$ cat src/rtl/bscan_pkg.sv
package bscan_pkg;

    typedef struct packed {
        logic cap;
        logic shift;
        logic upd;
    } bscan_ctrl_t;

    function automatic int chain_len(input int n_in, input int n_out);
        return n_in + n_out;
    endfunction

endpackage

$ cat src/rtl/bscan_cell.sv
module bscan_cell
    import bscan_pkg::*;
(
    input  logic        clk,
    input  logic        rst,
    input  bscan_ctrl_t ctrl,
    input  logic        par_in,
    input  logic        ser_in,
    output logic        shf_q,
    output logic        upd_q
);

    always_ff @(posedge clk) begin
        if (rst) begin
            shf_q <= 1'b0;
        end else if (ctrl.cap) begin
            shf_q <= par_in;
        end else if (ctrl.shift) begin
            shf_q <= ser_in;
        end
    end

    always_ff @(posedge clk) begin
        if (rst) begin
            upd_q <= 1'b0;
        end else if (ctrl.upd) begin
            upd_q <= shf_q;
        end
    end

    // capture has priority over shift
    a_r6_capture_wins: assert property (@(posedge clk) disable iff (rst)
        ctrl.cap |=> shf_q == $past(par_in));

    // serial move
    a_r4_shift_moves: assert property (@(posedge clk) disable iff (rst)
        (ctrl.shift && !ctrl.cap) |=> shf_q == $past(ser_in));

    // update takes pre-edge shift value
    a_r7_update_old_value: assert property (@(posedge clk) disable iff (rst)
        ctrl.upd |=> upd_q == $past(shf_q));

    // hold without update
    a_r5_hold: assert property (@(posedge clk) disable iff (rst)
        !ctrl.upd |=> $stable(upd_q));

    // reset clears both registers
    a_r8_reset_clear: assert property (@(posedge clk)
        rst |=> (shf_q == 1'b0 && upd_q == 1'b0));

endmodule

$ cat src/rtl/bscan_mux.sv
module bscan_mux #(
    parameter int W = 4
) (
    input  logic         test_mode,
    input  logic [W-1:0] func_val,
    input  logic [W-1:0] held_val,
    output logic [W-1:0] y
);

    always_comb begin
        y = test_mode ? held_val : func_val;
    end

endmodule

$ cat src/rtl/bscan_chain.sv
module bscan_chain
    import bscan_pkg::*;
#(
    parameter int NUM_IN  = 4,
    parameter int NUM_OUT = 4
) (
    input  logic               clk,
    input  logic               rst,
    input  logic               cap_en,
    input  logic               shift_en,
    input  logic               upd_en,
    input  logic               test_mode,
    input  logic               tdi,
    output logic               tdo,
    input  logic [NUM_IN-1:0]  pin_in,
    output logic [NUM_IN-1:0]  core_in,
    input  logic [NUM_OUT-1:0] core_out,
    output logic [NUM_OUT-1:0] pin_out
);

    localparam int LEN = chain_len(NUM_IN, NUM_OUT);

    bscan_ctrl_t      ctrl;
    logic [LEN-1:0]   par_vec;
    logic [LEN-1:0]   ser_vec;
    logic [LEN-1:0]   shf_vec;
    logic [LEN-1:0]   upd_vec;

    assign ctrl    = '{cap: cap_en, shift: shift_en, upd: upd_en};
    assign par_vec = {core_out, pin_in};
    assign ser_vec = {shf_vec[LEN-2:0], tdi};
    assign tdo     = shf_vec[LEN-1];

    for (genvar k = 0; k < LEN; k++) begin : g_cell
        bscan_cell u_cell (
            .clk    (clk),
            .rst    (rst),
            .ctrl   (ctrl),
            .par_in (par_vec[k]),
            .ser_in (ser_vec[k]),
            .shf_q  (shf_vec[k]),
            .upd_q  (upd_vec[k])
        );
    end

    bscan_mux #(.W(NUM_IN)) u_in_mux (
        .test_mode (test_mode),
        .func_val  (pin_in),
        .held_val  (upd_vec[NUM_IN-1:0]),
        .y         (core_in)
    );

    bscan_mux #(.W(NUM_OUT)) u_out_mux (
        .test_mode (test_mode),
        .func_val  (core_out),
        .held_val  (upd_vec[LEN-1:NUM_IN]),
        .y         (pin_out)
    );

    // transparent in functional mode
    a_r1_transparent: assert property (@(posedge clk) disable iff (rst)
        !test_mode |-> (pin_out == core_out && core_in == pin_in));

    // serial output is 0 right after reset
    a_r8_tdo_zero: assert property (@(posedge clk)
        rst |=> !tdo);

endmodule

$ cat config.mk
export PLATFORM = sky130hd
export DESIGN_NAME = bscan_chain
export DESIGN_NICKNAME = d
export VERILOG_FILES = /design/src/rtl/bscan_pkg.sv /design/src/rtl/bscan_cell.sv /design/src/rtl/bscan_mux.sv /design/src/rtl/bscan_chain.sv
export SDC_FILE = /design/constraint.sdc
export NUM_CORES = 1
export LEC_CHECK = 0
export BUFFER_PORTS_ARGS = -buffer_cell sky130_fd_sc_hd__buf_2
export CORE_MARGIN = 10
export CORE_UTILIZATION = 51
export CTS_CLUSTER_DIAMETER = 30
export DETAILED_ROUTE_END_ITERATION = 10
export PLACE_DENSITY = 0.8
export SLEW_MARGIN = 20
export SYNTH_ARGS = -nofsm -noshare
export SYNTH_HDL_FRONTEND = slang
export SYNTH_SLANG_ARGS = --single-unit
$ cat constraint.sdc
create_clock -name clk -period 1.8 [get_ports clk]
set_input_delay 0.27 -clock clk [delete_from_list [all_inputs] [get_ports clk]]
set_output_delay 0.27 -clock clk [all_outputs]
set_load 0.01 [all_outputs]
==> flow_metrics.py, run 1 <==
metrics = {
    "sta": {
        "setup_viol": 0,
        "hold_violations": 0,
        "maxSlewHeadroom_pct": 80.21,
        "finalMaxSlewViolations": 0,
        "worst_slew_pin_slew_ps": 296.9,
        "fmax_mhz": 788.5,
        "final.setup.tns_ps": 0,
        "grt_setup_unrepaired": "false",
        "setup_ws_ps": 531.8,
        "skew_ps": 5.866,
        "period_share_pct": 70.46,
        "period_minus_slack_ps": 1268,
    },
    "layout": {
        "finalNetCount": 108,
        "n_antenna_cell": 0,
        "area.growth.synth_to_final_pct": 18.82,
        "nFillCells": 120,
        "drive_above_1_share_pct": 39.13,
    },
    "job": {
        "drv_cap": 0,
    },
    "setup_path": {
        "cp.required_ps": 1530,
        "critPathMaxFanout": 2,
        "critPathKind": "reg2out",
        "crit_path_start_kind": "flip-flop",
        "arrival_ps": 1000,
        "cp-end-kind": "output pin",
    },
    "global_routing": {
        "grt_usage_pct": 9.576,
        "grt_util_met2_pct": 14.11,
        "grt_pass1_wl_mm": 2.628,
        "use_met3_pct": 3.704,
        "met1_usage_pct": 11.66,
        "top_usage_layer": "met2",
        "grt_max_degree": 17,
        "antenna_found_initial": 0,
        "overflow": 0,
        "grt_pass1_vias": 601,
    },
    "route": {
        "via_per_inst": 5.318,
        "vias": 569,
        "postRouteAntennaNets": 0,
        "drt_iter0_drc": 1,
        "wl_per_cell_um": 14.34,
        "drtPass1Iterations": 2,
        "drt_wl_total_mm": 1.534,
        "drc_errors": 0,
    },
    "logic_synthesis": {
        "synth_cell_types": 10,
        "seq_area_frac_synth_pct": 43.03,
        "syn-cell-area_sq_um": 744.5,
        "synth_nets": 85,
        "synth_area_per_cell_sq_um": 10.64,
        "synth_seq_cells": 16,
        "syn_inst": 70,
        "yosysWarnings": 0,
    },
    "floorplan": {
        "dieArea_sq_um": 3388,
        "initial_core_util_pct": 55.82,
        "io_pins": 24,
        "rows": 13,
        "die_width_um": 58.21,
        "die_h_um": 58.21,
        "core_sq_um": 1334,
    },
    "clock_network": {
        "htreeDepth": 1,
        "ctsResizeCount": 0,
        "cts.root.buffer_cell": "clkbuf_4",
        "hold_buffers": 0,
        "cts_tree": "built",
        "clock_latency_ps": 280,
        "clk_path_buf_depth": 2,
        "cts_setup_buffers": 0,
        "clk_pin_slew_ps": 100,
        "cts_made_buffers": 3,
        "cts.sinks": 16,
    },
    "worst_hold_path": {
        "hold_path_class": "in2reg",
    },
    "placed_design": {
        "dp_slack_ps": 549.2,
        "io_buffers": 23,
        "dpl.hpwl_mm": 1.150,
        "gp_congestion": 0.7067,
    },
    "power": {
        "powerDensity_nw_per_um2": 841.3,
        "ir_drop_v": 0.0004995,
        "p_leak_nw": 0.4229,
    },
    "outcome": {
        "status": "complete, no violations",
    },
}
==> Yosys cell counts (all sizes together) <==
cell,n,area share (%)
nor2,8,4.0
mux2i,16,22
dfxtp,16,43
a211oi,8,8.1
inv,1,0.50
buf,4,3.5
clkbuf,1,0.50
nor2b,8,6.7
mux2,8,12
==> critical path, stage by stage, from the launching register on <==
cell	delay (ps)
dfxtp_1	330
mux2_2	250
buf_2	140
==> sequential cells by signal, summed over array words and instances, names as in the netlist <==
name                 cells
g_cell.u_cell.shf_q      8
g_cell.u_cell.upd_q      8
==> kinds of logic after synthesis <==
logic type      after synthesis  share of synthesized area [%]
simple gates                 16                          10.76
flops                        16                          43.03
mux                          24                          33.61
buf+inv                       6                          4.536
compound gates                8                          8.068
==> layer usage <==
layer / vias to the layer above / routed length, um
met5: - / 0
met4: 0 / 30
met3: 4 / 96
met2: 15 / 645
met1: 258 / 762
li1: 292 / -
==> cells in the final DEF, fill, tap and decap left out, drive strengths merged <==
cell type,instances
clkbuf,4
nor2,8
inv,1
nor2b,8
buf,23
a211oi,8
mux2,8
dfxtp,16
mux2i,16
==> per-stage QoR <==
step	hold WS [ps]	utilization [%]	instance area, sq um	total power [W]	instances
2_1_floorplan	454.4	-	744.5	0.0004758	70
3_3_place_gp	468.2	63.60	848.3	0.0005144	103
3_5_place_dp	476.6	63.60	848.3	0.0005167	103
4_1_cts	278.3	66.32	884.6	0.0007522	107
5_1_grt	288.8	66.32	884.6	0.0007818	107
6_report	283.1	66.32	884.6	0.0007442	107
==> path summary, 6_finish.rpt <==
check / cells after the start / slack (ps) / end / startpoint
max: 2 / 530 / pin_out[3] / g_cell[7].u_cell.upd_q$_SDFFE_PP0P_
min: 3 / 280 / g_cell[0].u_cell.shf_q$_SDFFE_PP0P_ / pin_in[0]
max reg2reg: 2 / 1030 / g_cell[3].u_cell.shf_q$_SDFFE_PP0P_ / g_cell[2].u_cell.shf_q$_SDFFE_PP0P_
min reg2reg: 2 / 500 / g_cell[5].u_cell.upd_q$_SDFFE_PP0P_ / g_cell[5].u_cell.upd_q$_SDFFE_PP0P_
==> report_power, final <==
part	internal, W	total [W]	switching (W)	leakage [nW]
logic	0.0000609	0.000118	0.0000572	0.270
registers	0.000375	0.000389	0.0000132	0.132
clock network	0.000123	0.000237	0.000114	0.0210
==> final cells by class <==
cell class              instances  area [sq um]  share of cell area, %
clock buffers                   4         36.28                  4.102
inverters                       1         3.754                 0.4243
multi-input cells              48         390.4                  44.13
flip-flops and latches         16         320.3                  36.21
well taps                      15         18.77                  2.122
repair buffers                 23         115.1                  13.01
Note: power is estimated with default switching activity, not from simulation.
==> run 2: changes to the inputs <==
--- a/config.mk
+++ b/config.mk
@@ -7,10 +7,10 @@
 export LEC_CHECK = 0
 export BUFFER_PORTS_ARGS = -buffer_cell sky130_fd_sc_hd__buf_2
 export CORE_MARGIN = 10
-export CORE_UTILIZATION = 51
+export CORE_UTILIZATION = 48
 export CTS_CLUSTER_DIAMETER = 30
 export DETAILED_ROUTE_END_ITERATION = 10
-export PLACE_DENSITY = 0.8
+export PLACE_DENSITY = 0.76
 export SLEW_MARGIN = 20
 export SYNTH_ARGS = -nofsm -noshare
 export SYNTH_HDL_FRONTEND = slang
==> constraint.sdc (replaced) <==
create_clock -name clk -period 1.25 [get_ports clk]
set_input_delay 0.1875 -clock clk [delete_from_list [all_inputs] [get_ports clk]]
set_output_delay 0.1875 -clock clk [all_outputs]
set_load 0.01 [all_outputs]
==> flow_metrics.py, run 2 (synthesized netlist as in run 1, its figures left out) <==
metrics = {
    "global_routing": {
        "grt_usage_pct": 9.548,
        "grt_pass1_vias": 588,
        "grt_pass1_wl_mm": 2.622,
        "grt_max_degree": 17,
        "overflow": 0,
        "antenna_found_initial": 0,
    },
    "layout": {
        "mostFrequentLayoutCell": "buf_2",
        "area.growth.synth_to_final_pct": 18.99,
        "top_regs": "g_cell.u_cell.shf_q x8, g_cell.u_cell.upd_q x8",
        "finalNetCount": 108,
        "nFillCells": 134,
        "n_antenna_cell": 0,
        "drive_above_1_share_pct": 39.13,
        "instances_no_fill": 108,
        "post-route-util_pct": 59.50,
        "final_cell_mix": "23 x buf_2, 16 x mux2i_1, 16 x dfxtp_1",
        "regArea_sq_um": 320.3,
        "multi_input_area_sq_um": 390.4,
        "fin_area_sq_um": 885.9,
    },
    "sta": {
        "period_minus_slack_ps": 1186,
        "skew_ps": 1.743,
        "grt_setup_unrepaired": "false",
        "maxSlewHeadroom_pct": 80.45,
        "fmax_mhz": 842.9,
        "worst_slew_pin_slew_ps": 293.2,
        "final.setup.tns_ps": 0,
        "period_share_pct": 94.91,
        "hold_violations": 0,
        "setup_viol": 0,
        "finalMaxSlewViolations": 0,
        "setup_ws_ps": 63.58,
    },
    "setup_path": {
        "cp.required_ps": 1060,
        "worst_path_max_delay_cell": "dfxtp_1",
        "path_buf_inv": 1,
        "path_depth": 2,
        "arrival_ps": 1000,
        "r2r-end": "g_cell[3].u_cell.shf_q$_SDFFE_PP0P_",
        "r2r_slack_ps": 470,
        "max_stage_delay_ps": 320,
        "reg2reg_from": "g_cell[2].u_cell.shf_q$_SDFFE_PP0P_",
        "worstRegToRegCells": 2,
        "crit_end": "core_in[3]",
        "cp-end-kind": "output pin",
        "crit_path_start_kind": "flip-flop",
        "critPathMaxFanout": 2,
        "path_cells": "mux2_2 > buf_2",
        "setup.worst_path.start": "g_cell[3].u_cell.upd_q$_SDFFE_PP0P_",
        "critPathTopFamily": "flip-flops",
        "critPathKind": "reg2out",
    },
    "clock_network": {
        "clk_path_buf_depth": 2,
        "cts.root.buffer_cell": "clkbuf_4",
        "clk_pin_slew_ps": 90,
        "cts.sinks": 16,
        "clock_latency_ps": 280,
        "cts_made_buffers": 3,
        "hold_buffers": 0,
        "cts_tree": "built",
        "htreeDepth": 1,
        "cts_setup_buffers": 0,
        "ctsResizeCount": 0,
    },
    "outcome": {
        "status": "complete, no violations",
    },
    "floorplan": {
        "dieArea_sq_um": 3526,
        "rows": 14,
        "initial_core_util_pct": 50.00,
        "io_pins": 24,
        "die_h_um": 59.38,
        "die_width_um": 59.38,
        "core_sq_um": 1489,
    },
    "route": {
        "drtPass1Iterations": 2,
        "drt_wl_total_mm": 1.600,
        "drc_errors": 0,
        "postRouteAntennaNets": 0,
        "drt_iter0_drc": 2,
        "vias": 573,
        "wl_per_cell_um": 14.81,
        "via_per_inst": 5.306,
    },
    "placed_design": {
        "dp_slack_ps": 157.3,
        "gp_congestion": 0.6883,
        "place_area_sq_um": 849.6,
        "io_buffers": 23,
        "dp.cells": 104,
        "dpl.hpwl_mm": 1.179,
    },
    "job": {
        "drv_cap": 0,
    },
    "worst_hold_path": {
        "hold_path_class": "in2reg",
        "hold_start": "pin_in[0]",
    },
    "power": {
        "p_leak_nw": 0.4229,
        "ir_drop_v": 0.0006925,
        "powerDensity_nw_per_um2": 1205,
    },
}
[run 2: cell counts in the layout (fill, tap and decap cells not counted)]
No cell type changed its count.
[run 2: routing by layer]
layer	GRT usage, %	wire length, um	up-vias
li1	-	-	289
met1	12.10	768	267
met2	13.67	737	15
met3	3.433	78	2
met4	4.918	14	0
met5	0	0	-
[run 2: cell type report]
type / instances / area share [%]
multi-input combinational: 48 / 44.07
sequential: 16 / 36.16
timing repair buffer: 23 / 12.99
clock buffer: 4 / 4.096
tap: 16 / 2.260
inverter: 1 / 0.4237
[run 2: worst min-delay path, stage by stage]
cell,delay [ps]
buf_2,100
nor2b_1,100
a211oi_1,50
[run 2: report_power, final]
part / total (W) / internal (W) / switching [W] / leakage, nW
clock: 0.000336 / 0.000177 / 0.000159 / 0.0210
combinational: 0.000171 / 0.0000877 / 0.0000834 / 0.270
sequential: 0.000560 / 0.000541 / 0.0000193 / 0.132
total: 0.00107 / 0.000805 / 0.000262 / 0.423
[run 2: worst min path at each step]
| stage | endpoint | slack, ps | depth (start not counted) |
|---|---|---|---|
| 3_3_place_gp | g_cell[5].u_cell.upd_q$_SDFFE_PP0P_ | 470 | 2 |
| 4_1_cts | g_cell[1].u_cell.shf_q$_SDFFE_PP0P_ | 200 | 3 |
| 5_1_grt | g_cell[2].u_cell.shf_q$_SDFFE_PP0P_ | 200 | 3 |
| 3_5_place_dp | g_cell[5].u_cell.upd_q$_SDFFE_PP0P_ | 480 | 2 |
| 2_1_floorplan | g_cell[0].u_cell.shf_q$_SDFFE_PP0P_ | 380 | 2 |
| 6_report | g_cell[0].u_cell.shf_q$_SDFFE_PP0P_ | 200 | 3 |
[run 2: metrics by stage]
step	hold slack, ps	power, W
after floorplan	378.4	0.0006852
after global placement	466.0	0.0007410
after detailed placement	480.6	0.0007449
after CTS	196.9	0.001086
after global routing	197.1	0.001126
final	203.5	0.001067
